## src/rtl/msa_inject.sv

```systemverilog
module msa_inject #(
  parameter int unsigned LINES = 8
) (
  input  logic [LINES-1:0] good_in,
  input  logic [LINES-1:0] stuck_hi,
  input  logic [LINES-1:0] target,
  input  logic             force_on,
  output logic [LINES-1:0] line_out
);

  logic [LINES-1:0] det_term;
  logic             det_natural;
  logic             det_out;
  logic             det_n;

  // Detector inputs come from the fault-free side of each in-line gate,
  // so the loop through the detector stays structural and never closes.
  for (genvar i = 0; i < LINES; i++) begin : g_line
    logic or_gate;
    logic and_gate;

    assign det_term[i] = ~target[i] | ~(good_in[i] ^ stuck_hi[i]);
    assign or_gate     = good_in[i] | det_out;
    assign and_gate    = good_in[i] & det_n;
    assign line_out[i] = !target[i] ? good_in[i]
                       : (stuck_hi[i] ? or_gate : and_gate);
  end

  assign det_natural = &det_term;
  assign det_out     = det_natural | force_on;
  assign det_n       = ~det_out;

  always_comb begin
    if (!force_on) begin
      AST_IDLE_TRANSPARENT: assert (line_out == good_in) else $error("idle wrapper altered a line");
    end
    if (force_on) begin
      AST_FORCE_ONES: assert ((line_out & target & stuck_hi) == (target & stuck_hi)) else $error("stuck-at-1 line not high");
      AST_FORCE_ZEROS: assert ((line_out & target & ~stuck_hi) == '0) else $error("stuck-at-0 line not low");
    end
    AST_UNTARGETED_PASS: assert (((line_out ^ good_in) & ~target) == '0) else $error("untargeted line altered");
    if (((good_in ^ stuck_hi) & target) == '0) begin
      AST_NATURAL_FIRE_HIDDEN: assert (line_out == good_in) else $error("natural detector firing visible");
    end
  end

endmodule

```

## config.mk

```make
export PLATFORM = sky130hd
export DESIGN_NAME = msa_inject
export DESIGN_NICKNAME = d
export VERILOG_FILES = /design/src/rtl/msa_inject.sv
export SDC_FILE = /design/constraint.sdc
export NUM_CORES = 1
export LEC_CHECK = 0
export BUFFER_PORTS_ARGS = -buffer_cell sky130_fd_sc_hd__buf_4
export CORE_AREA = 2 2 39 41
export DETAILED_ROUTE_END_ITERATION = 16
export DIE_AREA = 0 0 41 43
export PLACE_DENSITY_LB_ADDON = 0.12
export SLEW_MARGIN = 20
export SYNTH_ARGS = -nofsm -noshare
export SYNTH_HDL_FRONTEND = slang
export SYNTH_SLANG_ARGS = --single-unit
```

## constraint.sdc

```tcl
create_clock -name vclk -period 2.7
set_input_delay 0.135 -clock vclk [all_inputs]
set_output_delay 0.135 -clock vclk [all_outputs]
set_load 0.1 [all_outputs]
```

; ---- Word level (Yosys, flattened, before mapping)
; Cells that the tools add are included.
[word_totals]
reg_bits = 0
input_bits = 25
wordCells = 67
[classes]
n_mux = 16
bitwise_logic = 50
reduce_logical = 1
[op_table]
columns = operator, count
row1 = $not 1->1, 17
row2 = $or 1x1->1, 17
row3 = $mux 1, 16
row4 = $and 1x1->1, 8
row5 = $reduce_and 8->1, 1
row6 = $xor 1x1->1, 8

; ---- Longest topological paths before layout
; Gate-level depths: netlist (run 1).
[depth]
depth_word = 9
mapped_depth = 6
ltp_nobuf = 5

; ---- Least setup slack after synthesis (run 1)
; No wires, ideal clock.
[synth_timing]
path_type = input to output
from = input stuck_hi[7]
to = output line_out[0]
arrival_time_ps = 1592
required_ps = 2565
setup_slack_ps = 973
cell_stages = 6
path_buffers = 1
path_cell_list = xor2_1 > a22oi_1 > and4_1 > buf_6 > o21ai_1 > mux2_1
[synth_between]
elab_chain_len = 9
word_cells_on_any_way = 10
[synth_lines]
columns = item, line_no
row1 = start: declaration, 5  ; input logic [LINES-1:0] stuck_hi,
row2 = $xor 1x1->1 (*), 22  ; assign det_term[i] = ~target[i] | ~(good_in[i] ^ stuck_hi[i]);
row3 = $not 1->1 (*), 22
row4 = $or 1x1->1 (*), 22
row5 = $reduce_and 8->1 (*), 29  ; assign det_natural = &det_term;
row6 = $or 1x1->1 (*), 30  ; assign det_out = det_natural | force_on;
row7 = $not 1->1, 31  ; assign det_n = ~det_out;
row8 = $and 1x1->1, 24  ; assign and_gate = good_in[i] & det_n;
row9 = $mux 1 (*), 26  ; : (stuck_hi[i] ? or_gate : and_gate);
row10 = $mux 1 (*), 25  ; assign line_out[i] = !target[i] ? good_in[i]
row11 = end: declaration, 8  ; output logic [LINES-1:0] line_out
; Mark *: on every way between the ends. The rest lies on a longest branch, timed or not.

; ---- Final worst setup path (run 1)
[layout_timing]
from = input stuck_hi[7]
to = output line_out[7]
[layout_between]
elab_chain_len = 9
word_cells_on_any_way = 10
[layout_lines]
columns = item, line_no
row1 = $xor 1x1->1, 22
row2 = $not 1->1, 22
row3 = $or 1x1->1, 22
row4 = $reduce_and 8->1, 29
row5 = $or 1x1->1, 30
row6 = $not 1->1, 31
row7 = $and 1x1->1, 24
row8 = $mux 1 (*), 26
row9 = $mux 1 (*), 25
; Marked as above.

==> load_flow_metrics.sql, run 1 <==
INSERT INTO impl_metrics (metric_group, metric, value, unit) VALUES
('status', 'result_of_the_run', 'complete, no violations', ''),
('power_and_ir_drop', 'power.share.switching', '0.664', ''),
('hold_path', 'min_delay_worst_endpoint', 'line_out[6]', ''),
('cells_and_area', 'drive_gt1_frac', '0.532', ''),
('synthesis', 'synth.cells.most_frequent', 'sky130_fd_sc_hd__mux2_1, sky130_fd_sc_hd__o21ai_1, sky130_fd_sc_hd__xor2_1', ''),
('grt', 'grt_pass1_vias', '321', ''),
('sta', 'timing.final.crit_share', '0.655', ''),
('critical_path', 'cp-start-kind', 'input pin', ''),
('hold_path', 'worst_hold_path.num_cells', '3', ''),
('synthesis', 'synth.area.top_cells', 'sky130_fd_sc_hd__mux2_1, sky130_fd_sc_hd__xor2_1, sky130_fd_sc_hd__o21ai_1, sky130_fd_sc_hd__a22oi_1, sky130_fd_sc_hd__buf_6', ''),
('sta', 'timing.final.setup_violations', '0', ''),
('clock_tree', 'post_cts.repair.setup_buffers', '0', ''),
('power_and_ir_drop', 'seqPwrFrac', '0', ''),
('power_and_ir_drop', 'cell_internal_pwr', '0.0000545', 'W'),
('grt', 'antenna_violations_before_repair', '0', ''),
('hold_path', 'worstHoldStart', 'stuck_hi[6]', ''),
('power_and_ir_drop', 'power.density', '320', 'nW/µm²'),
('critical_path', 'crit_slowest_cell', 'sky130_fd_sc_hd__and4_1', ''),
('synthesis', 'syn-instance-count', '30', ''),
('critical_path', 'worst_setup_path_end_kind', 'primary output', ''),
('sta', 'period_needed', '1.77', 'ns'),
('route', 'drt_first_iter_violations', '0', ''),
('floorplanning', 'dieWidth', '41', 'µm'),
('route', 'detail-route-antenna-nets', '0', ''),
('power_and_ir_drop', 'clockPowerShare', '0', ''),
('cells_and_area', 'sequential_cell_area', '0', 'µm²'),
('floorplanning', 'io_pins', '33', ''),
('power_and_ir_drop', 'netsw', '0.000108', 'W'),
('route', 'vias', '338', ''),
('synthesis', 'post-synth-top-area-cell', 'sky130_fd_sc_hd__mux2_1', ''),
('power_and_ir_drop', 'vdd_drop_max', '0.000137', 'V'),
('synthesis', 'netlist-cell-type-count', '6', ''),
('grt', 'largest_net_degree_at_the_start_of_global_routing', '9', ''),
('route', 'post_drt_wl_per_cell', '9.65', 'µm'),
('cells_and_area', 'antenna_cells_inserted', '0', ''),
('synthesis', 'yosysWarningCount', '0', ''),
('critical_path', 'worst_path_most_repeated_cell', 'sky130_fd_sc_hd__buf_4', ''),
('hold_path', 'worst_hold_path_type', 'input pin to primary output', ''),
('critical_path', 'timing.critical_path.slowest_cell_delay', '0.38', 'ns'),
('cells_and_area', 'clkbuf_count', '0', ''),
('critical_path', 'cp.arrival', '1.63', 'ns'),
('floorplanning', 'core_box_area', '1380', 'µm²'),
('placed_design', 'post_dp_cell_area', '507', 'µm²'),
('floorplanning', 'initial_core_utilization', '0.181', ''),
('sta', 'max-slew-margin-rel', '0.816', ''),
('cells_and_area', 'layout.sequential_cells', '0', ''),
('cells_and_area', 'layout.nets', '89', ''),
('power_and_ir_drop', 'p_leak', '0.247', 'nW'),
('placed_design', 'io_buffers', '33', ''),
('cells_and_area', 'post-route-cell-area', '507', 'µm²'),
('synthesis', 'synth-seq-area-share', '0', ''),
('route', 'vias_per_cell', '4.33', ''),
('critical_path', 'critical_path.cell_chain', 'buf_4, xor2_1, a22oi_1, and4_1, o21ai_1, mux2_1, buf_4', ''),
('sta', 'timing_hold_violations_final', '0', ''),
('clock_tree', 'post_cts.resized_instances', '0', ''),
('synthesis', 'mappedNetlistNets', '55', ''),
('clock_tree', 'cts_hold_repair.buffers', '0', ''),
('sta', 'grt_setup_unrepaired', 'no', ''),
('sta', 'setup-tns-final', '0', 'ns'),
('sta', 'count_of_pins_over_their_slew_limit', '0', ''),
('floorplanning', 'die_area', '1760', 'µm²'),
('floorplanning', 'row_count', '14', ''),
('route', 'drt_wl_total', '753', 'µm'),
('grt', 'grt_overflow_total', '0', ''),
('grt', 'groute.usage.overall', '0.0909', ''),
('placed_design', 'weighted_congestion_reported_at_the_end_of_routability_driven_placement', '0.575', ''),
('critical_path', 'path_max_fanout', '8', ''),
('synthesis', 'avg_synthesized_cell_area', '8.34', 'µm²'),
('critical_path', 'critical_path_required', '2.57', 'ns'),
('critical_path', 'critPathKind', 'input pin to primary output', ''),
('route', 'drt_drc_violations_left', '0', ''),
('synthesis', 'yosysTopAreaCellShare', '0.360', ''),
('flow_run', 'maxCapViolations', '0', ''),
('synthesis', 'synth.cell_area', '250', 'µm²'),
('sta', 'worstMarginPinSlew', '0.276', 'ns'),
('route', 'drt_pass1_iterations', '1', ''),
('grt', 'grt_first_pass_wirelength', '1210', 'µm'),
('sta', 'max_freq', '0.566', 'GHz'),
('power_and_ir_drop', 'power_frac_comb', '1.000', ''),
('floorplanning', 'floorplan.die.height', '43', 'µm'),
('cells_and_area', 'area_growth', '102', '%');
layer usage:
metal / GRT usage / part of all wire
met1: 0.120 / 0.39
met2: 0.166 / 0.53
met3: 0 / 0.074
met4: 0 / 0
met5: 0 / 0
per-stage QoR:
step	utilization	cells	setup WS [ns]	total power, W	hold slack, ns
global route	0.366	78	0.832	0.000170	0.764
detailed placement	0.366	78	0.930	0.000163	0.746
finish	0.366	78	0.932	0.000162	0.747
CTS	0.366	78	0.929	0.000163	0.751
global placement	0.366	78	0.920	0.000163	0.747
floorplan	-	30	0.973	0.000111	0.914
worst max path at each step:
stage / from / to / slack (ns) / cells past startpoint
detailed placement: stuck_hi[0] / line_out[7] / 0.93 / 7
floorplan: stuck_hi[7] / line_out[0] / 0.97 / 6
global placement: stuck_hi[0] / line_out[7] / 0.92 / 7
CTS: stuck_hi[0] / line_out[7] / 0.93 / 7
finish: stuck_hi[7] / line_out[7] / 0.93 / 7
global route: stuck_hi[6] / line_out[4] / 0.83 / 7
cell families (layout without fill, tap and decap cells):
group,Yosys count,count (layout),share of synthesized area
buffers and inverters,1,33,0.0450
and+or+nand+nor,1,1,0.0350
muxes,8,8,0.360
AOI/OAI and AO/OA,12,12,0.280
xor gates and xnor gates,8,8,0.280
worst max-delay path: cells and delay by family:
| kind | cells | cell delay (ns) |
|---|---|---|
| xor+xnor | 1 | 0.15 |
| simple gates | 1 | 0.38 |
| compound gates | 2 | 0.28 |
| buf+inv | 2 | 0.35 |
| mux | 1 | 0.32 |
power groups by stage:
| stage | Sequential [W] | Clock (W) | Combinational, W |
|---|---|---|---|
| 2_1_floorplan | 0 | 0 | 0.000111 |
| 5_1_grt | 0 | 0 | 0.000170 |
| 3_5_place_dp | 0 | 0 | 0.000163 |
| 6_report | 0 | 0 | 0.000162 |
| 4_1_cts | 0 | 0 | 0.000163 |
| 3_3_place_gp | 0 | 0 | 0.000163 |
layout by cell type, fill, tap and decap left out:
cell / instances
sky130_fd_sc_hd__mux2_1: 8
sky130_fd_sc_hd__buf_4: 33
sky130_fd_sc_hd__and4_1: 1
sky130_fd_sc_hd__xor2_1: 8
sky130_fd_sc_hd__o21ai_1: 8
sky130_fd_sc_hd__a22oi_1: 4
area by class of cell:
| class | count | area [µm²] |
|---|---|---|
| Timing Repair Buffer | 33 | 248 |
| Multi-Input combinational cell | 29 | 239 |
| Tap cell | 16 | 20.0 |
| Fill cell | 163 | 877 |
Note: power is estimated with default switching activity, not from simulation.
==> run 2, diff against run 1 <==
==> constraint.sdc (replaced) <==
create_clock -name vclk -period 1.4
set_input_delay 0.07 -clock vclk [all_inputs]
set_output_delay 0.07 -clock vclk [all_outputs]
set_load 0.1 [all_outputs]
==> run 2 against run 1 <==
The flow now finishes with violations (setup timing). Highest routed layer unchanged. Cell count unchanged. Design area increased by 18%. Flip-flop and latch count unchanged. Worst setup slack got worse by 0.98 ns. Worst hold slack got worse by 0.21 ns. Non-clock buffer count unchanged. Combinational power increased by 120%. Count of clock-buffer cells in the layout unchanged. Via count increased by 3.3%. Critical endpoint is now line_out[0].
==> load_flow_metrics.sql, run 2 (same netlist as run 1, synthesis figures left out) <==
INSERT INTO impl_metrics (metric_group, metric, value, unit) VALUES
('flow_run', 'maxCapViolations', '0', ''),
('floorplanning', 'core_box_area', '1380', 'µm²'),
('floorplanning', 'die_area', '1760', 'µm²'),
('route', 'detail-route-antenna-nets', '0', ''),
('grt', 'grt_overflow_total', '0', ''),
('power_and_ir_drop', 'netsw', '0.000219', 'W'),
('clock_tree', 'post_cts.repair.setup_buffers', '0', ''),
('route', 'drt_pass1_iterations', '2', ''),
('route', 'vias_per_cell', '4.47', ''),
('critical_path', 'path_max_fanout', '8', ''),
('cells_and_area', 'utilization_after_layout', '0.432', ''),
('floorplanning', 'floorplan.die.height', '43', 'µm'),
('critical_path', 'crit_start', 'good_in[6]', ''),
('route', 'drt_wl_total', '884', 'µm'),
('power_and_ir_drop', 'vdd_drop_max', '0.000225', 'V'),
('sta', 'max-slew-margin-rel', '0.865', ''),
('route', 'drt_first_iter_violations', '2', ''),
('status', 'violations', 'setup timing', ''),
('cells_and_area', 'layout.cells.most_common', 'sky130_fd_sc_hd__buf_4', ''),
('grt', 'antenna_violations_before_repair', '0', ''),
('cells_and_area', 'clkbuf_count', '0', ''),
('power_and_ir_drop', 'power_frac_comb', '1.000', ''),
('power_and_ir_drop', 'p_leak', '0.279', 'nW'),
('cells_and_area', 'mostFrequentLayoutCells', 'sky130_fd_sc_hd__buf_4, sky130_fd_sc_hd__buf_6, sky130_fd_sc_hd__xor2_1, sky130_fd_sc_hd__o21ai_1, sky130_fd_sc_hd__mux2_2', ''),
('grt', 'groute.usage.overall', '0.0929', ''),
('cells_and_area', 'layout.filler_cells', '148', ''),
('floorplanning', 'initial_core_utilization', '0.181', ''),
('power_and_ir_drop', 'seqPwrFrac', '0', ''),
('cells_and_area', 'multi_input_area', '262', 'µm²'),
('sta', 'timing_hold_violations_final', '0', ''),
('power_and_ir_drop', 'power.density', '607', 'nW/µm²'),
('status', 'result_of_the_run', 'finished with violations', ''),
('sta', 'timing.final.crit_share', '1.03', ''),
('critical_path', 'critical_path_required', '1.33', 'ns'),
('cells_and_area', 'antenna_cells_inserted', '0', ''),
('cells_and_area', 'layout.nets', '89', ''),
('sta', 'count_of_pins_over_their_slew_limit', '0', ''),
('sta', 'worstMarginPinSlew', '0.203', 'ns'),
('cells_and_area', 'area_growth', '139', '%'),
('critical_path', 'critPathKind', 'input pin to primary output', ''),
('critical_path', 'endpoint', 'line_out[0]', ''),
('route', 'post_drt_wl_per_cell', '11.3', 'µm'),
('hold_path', 'worst_hold_path_type', 'input pin to primary output', ''),
('placed_design', 'post_place_setup_slack', '-0.200', 'ns'),
('sta', 'grt_setup_unrepaired', 'yes', ''),
('critical_path', 'worst_setup_path_end_kind', 'primary output', ''),
('power_and_ir_drop', 'cell_internal_pwr', '0.000144', 'W'),
('sta', 'period_needed', '1.44', 'ns'),
('grt', 'grt_first_pass_wirelength', '1210', 'µm'),
('floorplanning', 'io_pins', '33', ''),
('floorplanning', 'dieWidth', '41', 'µm'),
('sta', 'setup_slack', '-0.0438', 'ns'),
('sta', 'timing.final.setup_violations', '8', ''),
('critical_path', 'cp-start-kind', 'input pin', ''),
('cells_and_area', 'drive_gt1_frac', '0.726', ''),
('placed_design', 'io_buffers', '33', ''),
('power_and_ir_drop', 'power.share.switching', '0.603', ''),
('cells_and_area', 'layout.sequential_cells', '0', ''),
('grt', 'largest_net_degree_at_the_start_of_global_routing', '9', ''),
('route', 'vias', '349', ''),
('placed_design', 'weighted_congestion_reported_at_the_end_of_routability_driven_placement', '0.632', ''),
('power_and_ir_drop', 'clockPowerShare', '0', ''),
('cells_and_area', 'sequential_cell_area', '0', 'µm²'),
('critical_path', 'cp.arrival', '1.37', 'ns'),
('floorplanning', 'row_count', '14', ''),
('grt', 'grt_pass1_vias', '357', ''),
('route', 'drt_drc_violations_left', '0', ''),
('sta', 'max_freq', '0.693', 'GHz');
==> run 2: worst max-delay path: stages <==
cell and delay (ns):
sky130_fd_sc_hd__buf_6 0.10, sky130_fd_sc_hd__xor2_2 0.16, sky130_fd_sc_hd__a22oi_2 0.18, sky130_fd_sc_hd__and4_4 0.30, sky130_fd_sc_hd__o21ai_2 0.07, sky130_fd_sc_hd__mux2_4 0.32
sky130_fd_sc_hd__buf_12 0.17
==> run 2: power groups by stage <==
stage	Clock, W	Sequential (W)	Combinational [W]
6_report	0	0	0.000363
5_1_grt	0	0	0.000378
4_1_cts	0	0	0.000355
3_5_place_dp	0	0	0.000320
3_3_place_gp	0	0	0.000320
2_1_floorplan	0	0	0.000221
==> run 2: worst min path at each step <==
stage                     depth (start not counted)  slack [ns]         from          end
final                                             3        0.54   good_in[0]  line_out[0]
after floorplan                                   1        0.61  stuck_hi[0]  line_out[0]
after detailed placement                          3        0.64   good_in[2]  line_out[2]
after CTS                                         3        0.53   good_in[0]  line_out[0]
after global routing                              3        0.55   good_in[0]  line_out[0]
after global placement                            3        0.64   good_in[2]  line_out[2]
==> run 2: layer usage <==
layer	GRT usage	up-vias	part of all wire
li1	-	179	-
met1	0.0949	153	0.37
met2	0.191	17	0.53
met3	0.0105	0	0.096
met4	0	0	0
met5	0	-	0
==> run 2: metrics by stage <==
stage | cells | TNS (ns) | total power, W | hold WS, ns | cell area [µm²]
6_report | 78 | -0.227 | 0.000363 | 0.538 | 598
5_1_grt | 78 | -0.776 | 0.000378 | 0.547 | 598
4_1_cts | 78 | -0.286 | 0.000355 | 0.526 | 574
3_5_place_dp | 78 | -1.55 | 0.000320 | 0.635 | 507
3_3_place_gp | 78 | -1.56 | 0.000320 | 0.635 | 507
2_1_floorplan | 30 | 0 | 0.000221 | 0.606 | 250
==> run 2: area by class of cell <==
cell class / instances / share of cell area
multi-input combinational: 29 / 0.437
timing repair buffer: 33 / 0.529
tap: 16 / 0.0335
==> run 2: what timing repair did <==
| item | CTS | global route |
|---|---|---|
| endpoints found under the setup margin | 8 | 8 |
| gates resized for setup | 19 | 5 |
| pin swaps | 9 | 5 |
| hold buffers | 0 | 0 |
